### src/rtl/mdio_pkg.sv
package mdio_pkg;

  localparam int PRE_BITS   = 32;
  localparam int ADDR_W     = 5;
  localparam int DATA_W     = 16;
  localparam int ST_POS     = PRE_BITS;
  localparam int OP_POS     = ST_POS + 2;
  localparam int PHY_POS    = OP_POS + 2;
  localparam int REG_POS    = PHY_POS + ADDR_W;
  localparam int TA_POS     = REG_POS + ADDR_W;
  localparam int DAT_POS    = TA_POS + 2;
  localparam int IDLE_POS   = DAT_POS + DATA_W;
  localparam int FRAME_BITS = IDLE_POS + 1;
  localparam int IDX_W      = $clog2(FRAME_BITS);

  typedef enum logic [1:0] {
    CT_IDLE,
    CT_LAUNCH,
    CT_RUN
  } ctl_state_e;

  typedef struct packed {
    logic oe;
    logic d;
  } drive_t;

  // Pin state for one bit period of a frame.
  function automatic drive_t bit_drive(input logic [IDX_W-1:0] idx,
                                       input logic rd,
                                       input logic [ADDR_W-1:0] phy,
                                       input logic [ADDR_W-1:0] rga,
                                       input logic [DATA_W-1:0] wd);
    int     i;
    drive_t r;
    i = int'(idx);
    if (i < ST_POS)             r = '{oe: 1'b1, d: 1'b1};
    else if (i == ST_POS)       r = '{oe: 1'b1, d: 1'b0};
    else if (i == ST_POS + 1)   r = '{oe: 1'b1, d: 1'b1};
    else if (i == OP_POS)       r = '{oe: 1'b1, d: rd};
    else if (i == OP_POS + 1)   r = '{oe: 1'b1, d: ~rd};
    else if (i < REG_POS)       r = '{oe: 1'b1, d: phy[REG_POS - 1 - i]};
    else if (i < TA_POS)        r = '{oe: 1'b1, d: rga[TA_POS - 1 - i]};
    else if (i == TA_POS)       r = '{oe: ~rd, d: ~rd};
    else if (i == TA_POS + 1)   r = '{oe: ~rd, d: 1'b0};
    else if (i < IDLE_POS)      r = '{oe: ~rd, d: ~rd & wd[IDLE_POS - 1 - i]};
    else                        r = '{oe: 1'b0, d: 1'b0};
    return r;
  endfunction

endpackage

### src/rtl/mdio_mdc_timer.sv
module mdio_mdc_timer #(
  parameter int WAIT_W = 31
) (
  input  logic              clk,
  input  logic              rst_n,
  input  logic              run,
  input  logic [WAIT_W-1:0] half_wait,
  output logic              tick
);

  logic [WAIT_W-1:0] cnt_q, cnt_d;
  logic [WAIT_W-1:0] last_cnt;

  always_comb begin
    last_cnt = (half_wait == '0) ? '0 : half_wait - 1'b1;
    tick     = run && (cnt_q == last_cnt);
    if (!run || tick) cnt_d = '0;
    else              cnt_d = cnt_q + 1'b1;
  end

  always_ff @(posedge clk or negedge rst_n) begin
    if (!rst_n) cnt_q <= '0;
    else        cnt_q <= cnt_d;
  end

endmodule

### src/rtl/mdio_frame.sv
module mdio_frame
  import mdio_pkg::*;
(
  input  logic              clk,
  input  logic              rst_n,
  input  logic              go,
  input  logic              rd,
  input  logic [ADDR_W-1:0] phy,
  input  logic [ADDR_W-1:0] rga,
  input  logic [DATA_W-1:0] wd,
  input  logic              tick,
  input  logic              mdio_i,
  output logic              active,
  output logic              mdc,
  output logic              mdio_o,
  output logic              mdio_oe,
  output logic [DATA_W-1:0] rdata,
  output logic              frame_done
);

  localparam logic [IDX_W-1:0] IDX_DAT  = IDX_W'(DAT_POS);
  localparam logic [IDX_W-1:0] IDX_LAST = IDX_W'(IDLE_POS);

  logic              active_q, active_d;
  logic              phase_q, phase_d;   // 0 = low half, 1 = high half
  logic [IDX_W-1:0]  idx_q, idx_d;
  logic              mdc_q, mdc_d;
  drive_t            drv_q, drv_d;
  logic [DATA_W-1:0] rdata_q, rdata_d;
  logic              fdone_q, fdone_d;
  logic              in_data;

  assign in_data = (idx_q >= IDX_DAT) && (idx_q < IDX_LAST);

  always_comb begin
    active_d = active_q;
    phase_d  = phase_q;
    idx_d    = idx_q;
    mdc_d    = mdc_q;
    drv_d    = drv_q;
    rdata_d  = rdata_q;
    fdone_d  = 1'b0;
    if (!active_q) begin
      if (go) begin
        active_d = 1'b1;
        phase_d  = 1'b0;
        idx_d    = '0;
        mdc_d    = 1'b0;
        drv_d    = bit_drive('0, rd, phy, rga, wd);
      end
    end else if (tick) begin
      if (!phase_q) begin
        mdc_d   = 1'b1;
        phase_d = 1'b1;
        if (rd && in_data) rdata_d = {rdata_q[DATA_W-2:0], mdio_i};
      end else begin
        mdc_d   = 1'b0;
        phase_d = 1'b0;
        if (idx_q == IDX_LAST) begin
          active_d = 1'b0;
          drv_d    = '0;
          fdone_d  = 1'b1;
        end else begin
          idx_d = idx_q + 1'b1;
          drv_d = bit_drive(idx_q + 1'b1, rd, phy, rga, wd);
        end
      end
    end
  end

  always_ff @(posedge clk or negedge rst_n) begin
    if (!rst_n) begin
      active_q <= 1'b0;
      phase_q  <= 1'b0;
      idx_q    <= '0;
      mdc_q    <= 1'b0;
      drv_q    <= '0;
      rdata_q  <= '0;
      fdone_q  <= 1'b0;
    end else begin
      active_q <= active_d;
      phase_q  <= phase_d;
      idx_q    <= idx_d;
      mdc_q    <= mdc_d;
      drv_q    <= drv_d;
      rdata_q  <= rdata_d;
      fdone_q  <= fdone_d;
    end
  end

  assign active     = active_q;
  assign mdc        = mdc_q;
  assign mdio_o     = drv_q.d;
  assign mdio_oe    = drv_q.oe;
  assign rdata      = rdata_q;
  assign frame_done = fdone_q;

  // pin drive may move only with MDC low
  p_drive_on_low_r5: assert property (@(posedge clk) disable iff (!rst_n)
    (!$stable(drv_q)) |-> !mdc_q);
  // pin drive frozen across a high phase
  p_stable_high_r5: assert property (@(posedge clk) disable iff (!rst_n)
    (mdc_q && $past(mdc_q)) |-> $stable(drv_q));
  // idle engine keeps MDC low and MDIO released
  p_idle_quiet_r1: assert property (@(posedge clk) disable iff (!rst_n)
    (!active_q && !$past(active_q)) |-> (!mdc_q && !drv_q.oe));

endmodule

### src/rtl/mdio_ctrl.sv
module mdio_ctrl
  import mdio_pkg::*;
#(
  parameter int LIMIT_W = 32
) (
  input  logic               clk,
  input  logic               rst_n,
  input  logic               start_i,
  input  logic               rd_i,
  input  logic               poll_i,
  input  logic [ADDR_W-1:0]  phy_i,
  input  logic [ADDR_W-1:0]  reg_i,
  input  logic [DATA_W-1:0]  wd_i,
  input  logic [LIMIT_W-1:0] limit_i,
  input  logic               frame_done,
  input  logic               reset_bit,
  output logic               go,
  output logic               busy,
  output logic               done,
  output logic               timeout,
  output logic               rd_q,
  output logic [ADDR_W-1:0]  phy_q,
  output logic [ADDR_W-1:0]  reg_q,
  output logic [DATA_W-1:0]  wd_q
);

  ctl_state_e         state_q, state_d;
  logic               poll_q, poll_d;
  logic               rd_d;
  logic [ADDR_W-1:0]  phy_d, reg_d;
  logic [DATA_W-1:0]  wd_d;
  logic [LIMIT_W-1:0] limit_q, limit_d;
  logic [LIMIT_W-1:0] cnt_q, cnt_d;
  logic [LIMIT_W:0]   reads_done;
  logic               done_q, done_d;
  logic               tmo_q, tmo_d;

  assign reads_done = {1'b0, cnt_q} + 1'b1;

  always_comb begin
    state_d = state_q;
    poll_d  = poll_q;
    rd_d    = rd_q;
    phy_d   = phy_q;
    reg_d   = reg_q;
    wd_d    = wd_q;
    limit_d = limit_q;
    cnt_d   = cnt_q;
    done_d  = 1'b0;
    tmo_d   = tmo_q;
    unique case (state_q)
      CT_IDLE: if (start_i) begin
        poll_d  = poll_i;
        rd_d    = rd_i | poll_i;
        phy_d   = phy_i;
        reg_d   = poll_i ? '0 : reg_i;
        wd_d    = wd_i;
        limit_d = (limit_i == '0) ? LIMIT_W'(1) : limit_i;
        cnt_d   = '0;
        tmo_d   = 1'b0;
        state_d = CT_LAUNCH;
      end
      CT_LAUNCH: state_d = CT_RUN;
      CT_RUN: if (frame_done) begin
        if (!poll_q || !reset_bit) begin
          done_d  = 1'b1;
          state_d = CT_IDLE;
        end else if (reads_done >= {1'b0, limit_q}) begin
          done_d  = 1'b1;
          tmo_d   = 1'b1;
          state_d = CT_IDLE;
        end else begin
          cnt_d   = cnt_q + 1'b1;
          state_d = CT_LAUNCH;
        end
      end
      default: state_d = CT_IDLE;
    endcase
  end

  always_ff @(posedge clk or negedge rst_n) begin
    if (!rst_n) begin
      state_q <= CT_IDLE;
      poll_q  <= 1'b0;
      rd_q    <= 1'b0;
      phy_q   <= '0;
      reg_q   <= '0;
      wd_q    <= '0;
      limit_q <= '0;
      cnt_q   <= '0;
      done_q  <= 1'b0;
      tmo_q   <= 1'b0;
    end else begin
      state_q <= state_d;
      poll_q  <= poll_d;
      rd_q    <= rd_d;
      phy_q   <= phy_d;
      reg_q   <= reg_d;
      wd_q    <= wd_d;
      limit_q <= limit_d;
      cnt_q   <= cnt_d;
      done_q  <= done_d;
      tmo_q   <= tmo_d;
    end
  end

  assign go      = (state_q == CT_LAUNCH);
  assign busy    = (state_q != CT_IDLE);
  assign done    = done_q;
  assign timeout = tmo_q;

  // accepted start raises busy on the next clock
  p_busy_after_start_r6: assert property (@(posedge clk) disable iff (!rst_n)
    (start_i && !busy) |=> busy);
  // done lasts one clock and coincides with busy dropping
  p_done_pulse_r6: assert property (@(posedge clk) disable iff (!rst_n)
    done |=> !done);
  p_done_idle_r6: assert property (@(posedge clk) disable iff (!rst_n)
    done |-> (!busy && $past(busy)));
  // transaction fields frozen while busy
  p_fields_held_r7: assert property (@(posedge clk) disable iff (!rst_n)
    (busy && $past(busy)) |-> ($stable(phy_q) && $stable(reg_q) && $stable(rd_q) && $stable(wd_q)));
  // timeout rises only together with done
  p_timeout_done_r9: assert property (@(posedge clk) disable iff (!rst_n)
    $rose(timeout) |-> done);

endmodule

### src/rtl/mdio_master.sv
module mdio_master
  import mdio_pkg::*;
#(
  parameter int WAIT_W  = 31,
  parameter int LIMIT_W = 32
) (
  input  logic               clk,
  input  logic               rst_n,
  input  logic               start_i,
  input  logic               rd_i,
  input  logic               poll_i,
  input  logic [4:0]         phy_addr_i,
  input  logic [4:0]         reg_addr_i,
  input  logic [15:0]        wdata_i,
  input  logic [WAIT_W-1:0]  half_wait_i,
  input  logic [LIMIT_W-1:0] poll_limit_i,
  input  logic               mdio_i,
  output logic               mdc_o,
  output logic               mdio_o,
  output logic               mdio_oe_o,
  output logic               busy_o,
  output logic               done_o,
  output logic [15:0]        rdata_o,
  output logic               timeout_o
);

  logic              rst_meta_q, rst_sync_n;
  logic              go, tick, active, frame_done;
  logic              rd_q;
  logic [ADDR_W-1:0] phy_q, reg_q;
  logic [DATA_W-1:0] wd_q, rdata;

  // asynchronous assert, synchronous release
  always_ff @(posedge clk or negedge rst_n) begin
    if (!rst_n) begin
      rst_meta_q <= 1'b0;
      rst_sync_n <= 1'b0;
    end else begin
      rst_meta_q <= 1'b1;
      rst_sync_n <= rst_meta_q;
    end
  end

  mdio_ctrl #(.LIMIT_W(LIMIT_W)) u_ctrl (
    .clk        (clk),
    .rst_n      (rst_sync_n),
    .start_i    (start_i),
    .rd_i       (rd_i),
    .poll_i     (poll_i),
    .phy_i      (phy_addr_i),
    .reg_i      (reg_addr_i),
    .wd_i       (wdata_i),
    .limit_i    (poll_limit_i),
    .frame_done (frame_done),
    .reset_bit  (rdata[DATA_W-1]),
    .go         (go),
    .busy       (busy_o),
    .done       (done_o),
    .timeout    (timeout_o),
    .rd_q       (rd_q),
    .phy_q      (phy_q),
    .reg_q      (reg_q),
    .wd_q       (wd_q)
  );

  mdio_mdc_timer #(.WAIT_W(WAIT_W)) u_timer (
    .clk       (clk),
    .rst_n     (rst_sync_n),
    .run       (active),
    .half_wait (half_wait_i),
    .tick      (tick)
  );

  mdio_frame u_frame (
    .clk        (clk),
    .rst_n      (rst_sync_n),
    .go         (go),
    .rd         (rd_q),
    .phy        (phy_q),
    .rga        (reg_q),
    .wd         (wd_q),
    .tick       (tick),
    .mdio_i     (mdio_i),
    .active     (active),
    .mdc        (mdc_o),
    .mdio_o     (mdio_o),
    .mdio_oe    (mdio_oe_o),
    .rdata      (rdata),
    .frame_done (frame_done)
  );

  assign rdata_o = rdata;

endmodule

### config.mk
export PLATFORM = sky130hd
export DESIGN_NAME = mdio_master
export DESIGN_NICKNAME = d
export VERILOG_FILES = /design/src/rtl/mdio_pkg.sv /design/src/rtl/mdio_mdc_timer.sv /design/src/rtl/mdio_frame.sv /design/src/rtl/mdio_ctrl.sv /design/src/rtl/mdio_master.sv
export SDC_FILE = /design/constraint.sdc
export NUM_CORES = 1
export LEC_CHECK = 0
export BUFFER_PORTS_ARGS = -buffer_cell sky130_fd_sc_hd__clkbuf_2
export CORE_UTILIZATION = 38
export DETAILED_ROUTE_END_ITERATION = 8
export PLACE_DENSITY_LB_ADDON = 0.25
export SLEW_MARGIN = 30
export SYNTH_ARGS = -nofsm -noshare
export SYNTH_HDL_FRONTEND = slang
export SYNTH_SLANG_ARGS = --single-unit
### constraint.sdc
create_clock -name clk -period 4.3 [get_ports clk]
set_input_delay 0.645 -clock clk [delete_from_list [all_inputs] [get_ports clk]]
set_output_delay 0.645 -clock clk [all_outputs]
set_load 0.01 [all_outputs]
**Word level (Yosys, flattened, before mapping)**

Index checks and enable logic that the tools add are counted.

- Add/sub/neg operators: 8
- Order comparisons: 10
- Equal/unequal tests: 18
- Muxes and demuxes: 65
- Bitwise operators: 4
- Reduce and logical (&&, ||, !) cells: 22

Operators by type and width:

| operator | number |
|---|---|
| $mux W32 | 5 |
| $lt A32 B5 Y1 const B | 2 |
| $pmux W32 S2 | 1 |
| $mux W31 | 2 |
| $eq A7 B7 Y1 const B | 7 |
| $mux W2 | 18 |
| $mux W7 | 5 |
| $add A32 B1 Y33 const B | 1 |
| $ge A33 B32 Y1 | 1 |
| $add A32 B1 Y32 const B | 1 |
| $logic_not A32 Y1 | 1 |
| $lt A32 B6 Y1 const B | 1 |
| $add A31 B1 Y31 const B | 1 |
| $eq A31 B31 Y1 | 1 |
| $logic_not A31 Y1 | 1 |
| $sub A31 B1 Y31 const B | 1 |
| $mux W1 | 28 |
| $sub A6 B7 Y8 const A | 3 |
| $lt A7 B6 Y1 const B | 3 |
| $lt A7 B7 Y1 const B | 2 |
| $ne A2 B2 Y1 const B | 7 |
| $reduce_and A5 Y1 | 2 |
| $reduce_and A4 Y1 | 2 |
| $add A7 B1 Y7 const B | 1 |
| other kinds (19) | 30 |

- Bits in registers: 157
- Logic and storage cells: 147

**Depth between registers and ports, before layout**

- Word-level depth: 20
- Gate-level depth with buffers: 19
- Mapped depth without buffers: 18

**Modules after synthesis**

From an unflattened synthesis, not the netlist that was laid out.

- Cells, all modules: 1255
- Area, all modules: 10620.2 µm²

Modules (own cells, without submodules):

| module | instances | cells each | area each (µm²) | sequential area each (µm²) |
|---|---|---|---|---|
| mdio_ctrl | 1 | 583 | 5186.2 | 2402.3 |
| mdio_mdc_timer | 1 | 465 | 3428.3 | 775.7 |
| mdio_frame | 1 | 204 | 1951.9 | 700.7 |
| mdio_master | 1 | 3 | 53.8 | 50.0 |

**Worst setup path after synthesis**

No wires, ideal clock.

- Path kind: input port to flip-flop
- Start point: input half_wait_i[25]
- End point: register u_frame.rdata_q[10] (netlist: u_frame.rdata[10])
- Setup time: 0.125 ns
- Arrival time: 4.103 ns
- Slack: 0.072 ns
- Cell stages on the path: 10
- Path buffers: 2
- Cell sequence: or4_4 -> or4_1 -> or4_1 -> clkbuf_1 -> o21a_1 -> o32a_1 -> or3_4 -> nor4_4 -> buf_6 -> mux2_2

- Word-level cells in the longest chain between the ends: 5
- Elaborated cells on any way between the ends: 6
- Classes of those cells: add/sub (1); eq/ne (1); mux (1); reduce/logical (3)

Ends and longest elaborated chain:

| what | RTL line | source |
|---|---|---|
| start, declared | mdio_master.sv:15 | `input logic [WAIT_W-1:0] half_wait_i,` |
| $sub A31 B1 Y31 or $logic_not A31 Y1 (tied branches) | mdio_mdc_timer.sv:15 | `last_cnt = (half_wait == '0) ? '0 : half_wait - 1'b1;` |
| $mux W31 (*) | mdio_mdc_timer.sv:15 |  |
| $eq A31 B31 Y1 (*) | mdio_mdc_timer.sv:16 | `tick = run && (cnt_q == last_cnt);` |
| $logic_and A1 B1 Y1 (*) | mdio_mdc_timer.sv:16 |  |
| $reduce_and A4 Y1 (no line) (*) | -- |  |
| end signal, assigned | mdio_frame.sv:86 | `rdata_q <= rdata_d;` |
| end, declared | mdio_frame.sv:29 | `logic [DATA_W-1:0] rdata_q, rdata_d;` |

Every way passes the cells marked *; elsewhere a longest branch is shown, timed or not.
A chain may end at the register's enable or synchronous reset.

**Worst setup path in the final report**

- Start point: register u_ctrl.cnt_q[1]
- End point: register u_ctrl.cnt_q[27]

- Word-level cells in the longest chain between the ends: 5
- Elaborated cells on any way between the ends: 9
- Classes of those cells: add/sub (2); order compare (1); eq/ne (1); mux (4); reduce/logical (1)

Ends and longest elaborated chain:

| what | RTL line | source |
|---|---|---|
| start, declared | mdio_ctrl.sv:33 | `logic [LIMIT_W-1:0] cnt_q, cnt_d;` |
| start signal, assigned | mdio_ctrl.sv:101 | `cnt_q <= cnt_d;` |
| parallel branches: the longest is 5 deep, another holds $add A32 B1 Y33 | -- |  |

Several ways; the timed one is not identified. The select of a mux whose other input is x is not followed.

==> results.txt <==
----------------------------------------------------
[Die]
  Count of standard-cell rows ... 60
  Core footprint ... between 0.02 and 0.03 mm^2
  I/O pins ... around 120
  Die Outline Area ... 0.0281 mm^2
  Vertical die dimension ... around 170 um
  Die Wd ... about 170 um
  Initial core utilization ... between 30% and 40%

[Synthesis]
  Average cell area after synthesis ... 9.16 um^2
  Count of flip-flops with a built-in enable after synthesis ... 0
  Number of instances in the synthesized netlist ... between 1000 and 1500
  Yosys warning count ... 0
  Largest area contributor in the synthesized netlist ... dfrtp_1
  Count of unique library cells instantiated by Yosys ... 74
  Share of Yosys cell area claimed by the top area cell type ... 37.7%
  Main flop type after synthesis ... dfrtp_1
  Netlist area before placement ... 0.0104 mm^2
  Share of the yosys chip area belonging to registers ... 37.7%
  Synth top area cells ... dfrtp_1 38%, mux2_2 7.6%, ha_1 4.9%
  Synth cell count leaders ... 157 x dfrtp_1, 91 x nor2_1, 87 x nand2_1
  Post-Synthesis Net Count ... between 1000 and 1500
  Synthesis-stage register bit count ... roughly 160
  Post-synth ARST share ... 100%
  Most numerous cell in the Yosys netlist ... dfrtp_1

[Global routing]
  Global Route met3 Usage ... about 4.3%
  Total Routing Usage GR ... approximately a fifth
  Initial antenna violation count ... 0
  Global-route met2 utilization ... between 20% and 30%
  Global-route layer with the greatest usage ... met2
  Wire length of the first global-routing pass ... about 44 mm
  Global route overflow ... 0
  Met1 Resource Use GR ... between 20 and 30%
  Number of global-route vias before repair ... ~8600
  Pin count of the biggest net entering global routing ... 92

[Status]
  Result of the run ... complete, no violations

[Clock tree]
  Master cell of the clock root buffer ... clkbuf_16
  Level count of the clock H-tree ... 4
  TritonCTS Buffers ... 17
  Deepest clock path buffer count ... 2
  Clock insertion delay at the later pin of the skew report ... roughly 0.43 ns
  Clock-pin slew on the worst setup and hold paths ... around 0.06 ns
  TritonCTS clock tree ... done
  Clock sink count ... approximately 160

[Cells and area]
  Final-stage net count ... between 1000 and 1500
  Share of post-route cells with drive strength above 1 ... between 20% and 30%
  Area of combinational cells with multiple inputs ... between 0.006 and 0.007 mm^2
  Synthesis-to-finish area growth ... 18.4%
  Fill cells ... around 2600
  Area taken by flip-flops and latches ... 0.00393 mm^2
  Final non-filler cell area ... approximately 0.012 mm^2
  Final standard cell count with taps included and fillers excluded ... around 1600
  Number of antenna diodes ... 0
  Final core area utilization ... a little under half

[Timing]
  Max-slew headroom at the worst pin ... between 40% and 50%
  Clock Skew ... approximately 0.010 ns
  Maximum clock rate ... ~250 MHz
  Number of endpoints failing setup at the final stage ... 0
  Max-slew violation count ... 0
  Final hold violations ... 0
  Total Neg Setup Slack ... 0 ns
  Min cycle time layout ... 4.04 ns
  Post-route clock period utilization ... 94.0%
  Transition time of the tightest slew-check pin ... just under 0.8 ns

[Worst setup path]
  Arr. time, crit path ... 4.36 ns
  Worst R2R End ... u_ctrl.cnt_q[27]$_DFFE_PN0P_
  Category of the most critical setup path ... reg2reg
  WP data required ... 4.62 ns
  Crit. End Element ... flip-flop
  CP Max Fanout ... 8
  R2R Path Start ... u_ctrl.cnt_q[1]$_DFFE_PN0P_
  Worst-case register-to-register setup slack ... between 0.2 and 0.3 ns
  Nature of the critical path startpoint ... flip-flop
  Worst R2R Path Depth ... 18

[Routing]
  Number of iterations in the first detailed-routing pass ... 5
  Drt initial violations ... between 600 and 700
  Remaining antenna violation count ... 0
  Detailed-route via count ... around 9000
  Detail-routed net length per standard cell ... 16.2 um
  Total length of routed wires ... 26.4 mm
  Via/cell ratio ... 5.47
  Detailed-route DRC error count ... 0

[Place]
  DP Area ... roughly 0.012 mm^2
  HPWL reported at the end of detailed placement ... roughly 20 mm
  Gpl congestion ... 0.900
  Placed Cells ... about 1600
  Count of input and output buffers ... roughly 120

[Power]
  Sw Ratio ... 30.2%
  Part of the total power dissipated in combinational logic ... 23.3%
  Power Dens Cells ... 372 mW/mm^2
  Design internal power ... approximately 3.2 mW
  Portion of total power attributed to the clock network ... around a third
  Relative contribution of sequential cells to total power ... between 40% and 50%
  P_sw ... around 1.4 mW
  Static Leakage ... approximately 6.0 nW
  VDD IR-drop max ... 0.342 mV

[Hold path]
  Tightest Hold Check Type ... reg2async

[Run]
  Number of max-capacitance violations reported ... 0

----------------------------------------------------
cells in the final DEF, fill, tap and decap left out, types with 33 or more instances in the layout:
master / netlist / layout
dfrtp_1: 157 / 156
clkbuf_2: 0 / 116
nor2_1: 91 / 91
nand2_1: 87 / 86
mux2_2: 70 / 70
nand3_1: 58 / 58
buf_4: 1 / 58
inv_1: 56 / 56
xnor2_1: 46 / 46
ha_1: 41 / 41
o21ai_0: 39 / 39
xor2_1: 37 / 37
nor3_1: 36 / 35
and3_1: 33 / 33
cells by family after synthesis:
family / synth area share, %
other: 0.0360
muxes: 10.3
xor gates and xnor gates: 7.19
AOI/OAI and AO/OA: 12.1
and+or+nand+nor: 23.5
adders and majority gates: 4.92
buffers and inverters: 4.30
DFF: 37.7
metal layers:
layer,vias to the layer above,wire length [um]
li1,4394,-
met1,4259,12900
met2,225,11800
met3,29,1430
met4,0,387
met5,-,0
final cells by class:
cell class | instances | area share, %
Timing Repair Buffer | 178 | 8.80
Clock inverter | 15 | 1.45
Multi-Input combinational cell | 865 | 49.3
Clock buffer | 17 | 3.45
Inverter | 56 | 1.70
Sequential cell | 157 | 31.9
Tap cell | 341 | 3.46
metrics by stage:
step                      worst slack [ns]  hold slack (ns)  power [mW]
final                                0.257            0.312        4.59
after CTS                            0.159            0.335        4.65
after floorplan                     0.0722            0.331        2.74
after global placement             -0.0107            0.323        3.03
after global routing               -0.0303            0.372        4.88
after detailed placement          -0.00799            0.326        3.08
power groups by stage:
stage               clock, mW  sequential (mW)  combinational [mW]
floorplan                   0             1.95               0.791
global placement            0             1.98                1.05
detailed placement          0             2.00                1.08
CTS                      1.59             1.97                1.08
global route             1.66             2.02                1.21
finish                   1.56             1.97                1.07
worst max-delay path: stages (launching register included):
cell     delay, ns
dfrtp_1       0.38
ha_1          0.18
and2_1        0.18
nand3_1       0.11
or3_1         0.42
nor2_1        0.20
nand2_1       0.10
xnor2_1       0.22
ha_1          0.29
a21o_1        0.18
a21o_1        0.17
a21oi_1       0.16
o21ai_0       0.20
buf_4         0.18
o21a_1        0.19
a21bo_2       0.27
buf_4         0.18
and3_1        0.16
a21o_1        0.15
sequential cells by signal, indices dropped and copies added, names as in the netlist, 2 cells and up:
register and cells:
u_ctrl.cnt_q 32, u_ctrl.limit_q 32, u_ctrl.phy_q 5, u_ctrl.reg_q 5, u_ctrl.state_q 2, u_ctrl.wd_q 16
u_frame.idx_q 7, u_frame.rdata 16, u_timer.cnt_q 31
worst max-delay path by stage:
stage	startpoint	to	slack, ns	depth (start not counted)
floorplan	half_wait_i[25]	u_frame.rdata[10]$_DFFE_PN0P_	0.07	10
global placement	half_wait_i[25]	u_frame.rdata[8]$_DFFE_PN0P_	-0.01	10
detailed placement	half_wait_i[25]	u_frame.rdata[10]$_DFFE_PN0P_	-0.008	10
CTS	u_ctrl.cnt_q[1]$_DFFE_PN0P_	u_ctrl.cnt_q[10]$_DFFE_PN0P_	0.16	18
global route	u_ctrl.cnt_q[2]$_DFFE_PN0P_	u_ctrl.cnt_q[31]$_DFFE_PN0P_	-0.03	20
finish	u_ctrl.cnt_q[1]$_DFFE_PN0P_	u_ctrl.cnt_q[27]$_DFFE_PN0P_	0.26	18
timing repair:
item	in CTS	in global routing
hold endpoints to repair	2	0
buffers inserted	0	0
setup endpoints to repair	0	23
resized for setup	0	2
hold buffers	1	0
Power figures use the tool's default switching activity.
